--- config.mk ---
export PLATFORM = sky130hd
export DESIGN_NAME = logic_cell
export DESIGN_NICKNAME = d
export VERILOG_FILES = /design/src/rtl/logic_cell.sv
export SDC_FILE = /design/constraint.sdc
export NUM_CORES = 1
export LEC_CHECK = 0
export ABC_CLOCK_PERIOD_IN_PS = 7300
export BUFFER_PORTS_ARGS = -buffer_cell sky130_fd_sc_hd__buf_2
export CORE_ASPECT_RATIO = 0.6
export CORE_MARGIN = 3
export CORE_UTILIZATION = 40
export CTS_CLUSTER_SIZE = 28
export DETAILED_ROUTE_END_ITERATION = 6
export PLACE_DENSITY = 0.66
export SLEW_MARGIN = 40
export SYNTH_ARGS = -nofsm -noshare
export SYNTH_HDL_FRONTEND = slang
export SYNTH_SLANG_ARGS = --single-unit
--- constraint.sdc ---
create_clock -name clk -period 7.3 [get_ports clk]
set_input_delay 2.19 -clock clk [delete_from_list [all_inputs] [get_ports clk]]
set_output_delay 2.19 -clock clk [all_outputs]
set_load 0.03 [all_outputs]
--- src/rtl/logic_cell.sv ---
module logic_cell #(
  parameter int K = 4
) (
  input  logic              clk,
  input  logic              rst,
  input  logic              cfg_we,
  input  logic [(1<<K)-1:0] cfg_tbl_f,
  input  logic [(1<<K)-1:0] cfg_tbl_g,
  input  logic              cfg_five,
  input  logic              cfg_reg_f,
  input  logic              cfg_reg_g,
  input  logic              cfg_mem,
  input  logic [K-1:0]      in_f,
  input  logic [K-1:0]      in_g,
  input  logic              in_e,
  input  logic              mem_we,
  input  logic              mem_tbl,
  input  logic [K-1:0]      mem_addr,
  input  logic              mem_din,
  output logic              y_f,
  output logic              y_g
);
  localparam int DEPTH = 1 << K;

  logic [DEPTH-1:0] tbl_f, tbl_g;
  logic mode_five, mode_reg_f, mode_reg_g, mode_mem;
  logic q_f, q_g;

  wire mem_wr = mem_we && mode_mem;

  always_ff @(posedge clk) begin
    if (rst) begin
      tbl_f      <= '0;
      tbl_g      <= '0;
      mode_five  <= 1'b0;
      mode_reg_f <= 1'b0;
      mode_reg_g <= 1'b0;
      mode_mem   <= 1'b0;
    end else if (cfg_we) begin
      tbl_f      <= cfg_tbl_f;
      tbl_g      <= cfg_tbl_g;
      mode_five  <= cfg_five;
      mode_reg_f <= cfg_reg_f;
      mode_reg_g <= cfg_reg_g;
      mode_mem   <= cfg_mem;
    end else if (mem_wr) begin
      if (mem_tbl) tbl_g[mem_addr] <= mem_din;
      else         tbl_f[mem_addr] <= mem_din;
    end
  end

  wire look_f  = tbl_f[in_f];
  wire look_g  = tbl_g[in_g];
  wire look_gf = tbl_g[in_f];

  wire wide   = in_e ? look_gf : look_f;
  wire comb_f = mode_five ? wide : look_f;
  wire comb_g = mode_five ? wide : look_g;

  always_ff @(posedge clk) begin
    if (rst) begin
      q_f <= 1'b0;
      q_g <= 1'b0;
    end else begin
      q_f <= comb_f;
      q_g <= comb_g;
    end
  end

  assign y_f = mode_reg_f ? q_f : comb_f;
  assign y_g = mode_reg_g ? q_g : comb_g;


  five_match_chk: assert property (@(posedge clk) disable iff (rst)
    (mode_five && !mode_reg_f && !mode_reg_g) |-> (y_f == y_g));


  reset_clear_chk: assert property (@(posedge clk) disable iff (rst)
    $past(rst) |-> (y_f == 1'b0 && y_g == 1'b0));


  cfg_load_chk: assert property (@(posedge clk) disable iff (rst)
    $past(cfg_we && !rst) |-> (tbl_f == $past(cfg_tbl_f) && tbl_g == $past(cfg_tbl_g)));


  mem_write_chk: assert property (@(posedge clk) disable iff (rst)
    $past(mem_we && mode_mem && !cfg_we && !rst)
      |-> ($past(mem_tbl) ? tbl_g[$past(mem_addr)] : tbl_f[$past(mem_addr)]) == $past(mem_din));


  mem_ignore_chk: assert property (@(posedge clk) disable iff (rst)
    $past(!cfg_we && !mode_mem && !rst) |-> ($stable(tbl_f) && $stable(tbl_g)));
endmodule

==> out/qor.log <==
[outcome] run status finished, final reports clean
[power] cell leakage power 1.19 nW
[worst_setup_path] maximum fanout along the worst path 14
[detailed_routing] vias post-DR 2,418
[global_routing] number of global-route vias before repair 2,260
[finish] Area Overhead vs Synth 18.2%
[detailed_routing] Detail Route Antenna Nets 0
[sta] slew of the pin with the lowest slew margin 0.797 ns
[worst_setup_path] ordered cell list for the critical path buf_2, mux2i_1, a22oi_1, nand2_1, mux4_2, a221oi_2, buf_2
[detailed_routing] total routed wirelength 7500 um
[placement] RePlAce Congestion 0.968
[sta] unrepaired setup endpoints after global routing false
[power] Pint 423 uW
[sta] Final Worst Setup Slack 1.12 ns
[sta] crit share post-route 84.7%
[global_routing] maximum number of pins on one net before global-route repair 61
[cts] TritonCTS clock tree built
[worst_setup_path] slowest cell on the critical path sky130_fd_sc_hd__mux4_2
[worst_setup_path] Crit path largest cell delay 0.49 ns
[die] die width 106 um
[logic_synthesis] portion of the post-synthesis area used by sequential elements 31.4%
[global_routing] wire length of the first global-routing pass 11,900 um
[placement] Post-Place Worst Slack 1.11 ns
[cts] cells resized by post-CTS repair 0
[logic_synthesis] Post-Syn Area per Cell 8.02 um^2
[logic_synthesis] Post-Syn Instances 302
[logic_synthesis] count of different cell masters after synthesis 33
[cts] htree depth 2
[detailed_routing] vias per cell 5.69
[sta] max-slew violation count 0
[cts] CTS hold repair buffers 0
[cts] clock insertion delay at the later pin of the skew report 0.30 ns
[finish] most common library cell in the layout ignoring fill and taps sky130_fd_sc_hd__a21oi_1
[power] sum of internal, switching and leakage power 582 uW
[cts] clock input transition at the sequential cells of the worst setup and hold paths 0.08 ns
[global_routing] global-route usage over all layers 21.9%
[sta] number of setup violations in the final report 0
[power] Clock Power Share 38.7%
[cts] setup bufs post-CTS 0
[sta] relative slew slack 46.7%
[detailed_routing] # DRC 0
[placement] # port buffers 56
[die] chip height 66.3 um
[cts] number of CTS-inserted buffers 5
[worst_setup_path] cell repeated most along the worst path sky130_fd_sc_hd__buf_2
[worst_setup_path] critical path launch point type input pin
[sta] final hold slack 0.530 ns
[die] placeable core region 0.00570 mm^2
[detailed_routing] first drt pass iteration count 5
[cts] Root Buffer sky130_fd_sc_hd__clkbuf_8
[power] Switch Pwr 159 uW
[die] effective utilization at floorplan 42.5%
[worst_setup_path] type of element capturing the critical path output pin
[detailed_routing] Initial DRC Count 163
[logic_synthesis] top cell type by total area after synthesis sky130_fd_sc_hd__dfxtp_1
[finish] leading cell types in the layout, fill and taps excluded sky130_fd_sc_hd__a21oi_1, sky130_fd_sc_hd__buf_2, sky130_fd_sc_hd__dfxtp_1
[placement] number of placed instances, taps included 417
[finish] post-route non-filler standard cell count 425
[finish] final layout net count 399
[die] IO Pins 57
[global_routing] initial antenna violation count 0
[power] pwr dens 203 mW/mm^2
[hold_path] worst min path class flop to flop
[flow_run] max-cap check violation count 0
[logic_synthesis] Yosys warning total 0
[sta] post-layout minimum cycle time 6.18 ns
[die] site row count 21
[placement] Placement Cell Area 0.00271 mm^2
[sta] setup tns final 0 ns
[power] share of power burned in registers 40.8%
[finish] fraction of the core area covered by cells at the end of the flow 50.2%
[logic_synthesis] cell area after synthesis 0.00242 mm^2
[finish] final std cell area, no fill 0.00286 mm^2
[logic_synthesis] Post-Synthesis Net Count 357
[logic_synthesis] area share of the leading cell type in the synthesized netlist 31.4%
[die] Die Area 0.00706 mm^2
[detailed_routing] routed wirelength normalized by instance count 17.7 um
[placement] half-perimeter wire length of the detailed placement result 5460 um
[worst_setup_path] Worst Path Arrival 3.99 ns
[sta] Final Hold Violating Endpoints 0
[sta] worst setup skew after layout 0.0108 ns
[finish] fraction of final layout cells sized beyond drive strength 1 23.5%
[finish] # diodes 0
[cts] clk sinks 38
[power] Sw Share 27.4%
[logic_synthesis] flop and latch count out of synthesis 38
[worst_setup_path] worst setup path class input pin to output pin
[sta] Max Clk Rate 162 MHz
[logic_synthesis] cell types with the largest area share after synthesis sky130_fd_sc_hd__dfxtp_1, sky130_fd_sc_hd__a21oi_1, sky130_fd_sc_hd__nand2b_1
[power] power share of the combinational group 20.5%
[global_routing] total global routing overflow 0
[power] Max IR drop VDD 0.0949 mV
[worst_setup_path] required arrival time at the worst endpoint 5.11 ns
[cts] clk buf depth 2
[power groups by stage]
stage	sequential, mW	clock [mW]	combinational [mW]
after floorplan	0.235	0	0.0849
final	0.237	0.225	0.119
after detailed placement	0.241	0	0.117
after global routing	0.239	0.236	0.133
after CTS	0.236	0.226	0.118
after global placement	0.241	0	0.115
[cells by family after synthesis]
logic type             share of synthesized area, %
and+or+nand+nor                                26.5
AOI/OAI and AO/OA                              23.0
DFF                                            31.4
muxes                                          14.4
buffers and inverters                          4.70
[sequential cells by signal, summed over array words and instances (netlist names)]
name,count
mode_reg_g,1
q_f,1
tbl_g,16
tbl_f,16
q_g,1
mode_reg_f,1
mode_mem,1
mode_five,1
[Yosys cell counts (all sizes together)]
cell,n
o21ai,2
nand2,25
a21o,9
nor3,36
o2111a,1
o211a,1
nor3b,4
inv,3
a31o,7
nand3,2
buf,4
or2,1
nand4,1
and2,1
o31ai,1
nor2b,4
nand2b,34
mux4,8
a22oi,5
clkbuf,17
mux2i,16
a41o,1
a221oi,1
a31oi,1
a21oi,64
dfxtp,38
and2b,3
nor2,11
and3b,1
[cell type report]
type                       instances  area, um^2
sequential                        38         761
inverter                           3        11.3
clock inverter                     2        60.1
multi-input combinational        240        1570
timing repair buffer              56         283
fill                             581        2840
tap                               80         100
clock buffer                       6        82.6
[worst max-delay path, delay by kind of cell]
kind                   cells  cell delay [ns]
AND/OR/NAND/NOR            1             0.09
AO/OA/AOI/OAI              2             0.48
multiplexers               2             0.65
buffers and inverters      2             0.57
[path summary, 6_finish.rpt]
path	from	end	slack (ns)	depth (start not counted)
setup / recovery	in_f[2]	y_g	1.12	7
hold / removal	mode_reg_f$_SDFFE_PP0P_	mode_reg_f$_SDFFE_PP0P_	0.53	2
setup reg to reg	tbl_g[3]$_SDFFE_PP0P_	q_g$_SDFF_PP0_	5.71	5
hold reg to reg	mode_reg_f$_SDFFE_PP0P_	mode_reg_f$_SDFFE_PP0P_	0.53	2
[metal layers]
layer  global-route usage (%)  up-vias  routed length [um]
met5                        0        -                   0
met4                     6.54        0                 104
met3                     6.83       10                 601
met2                     30.9       81                2980
met1                     31.7     1147                3820
li1                         -     1180                   -
(Power assumes the default switching activity.)
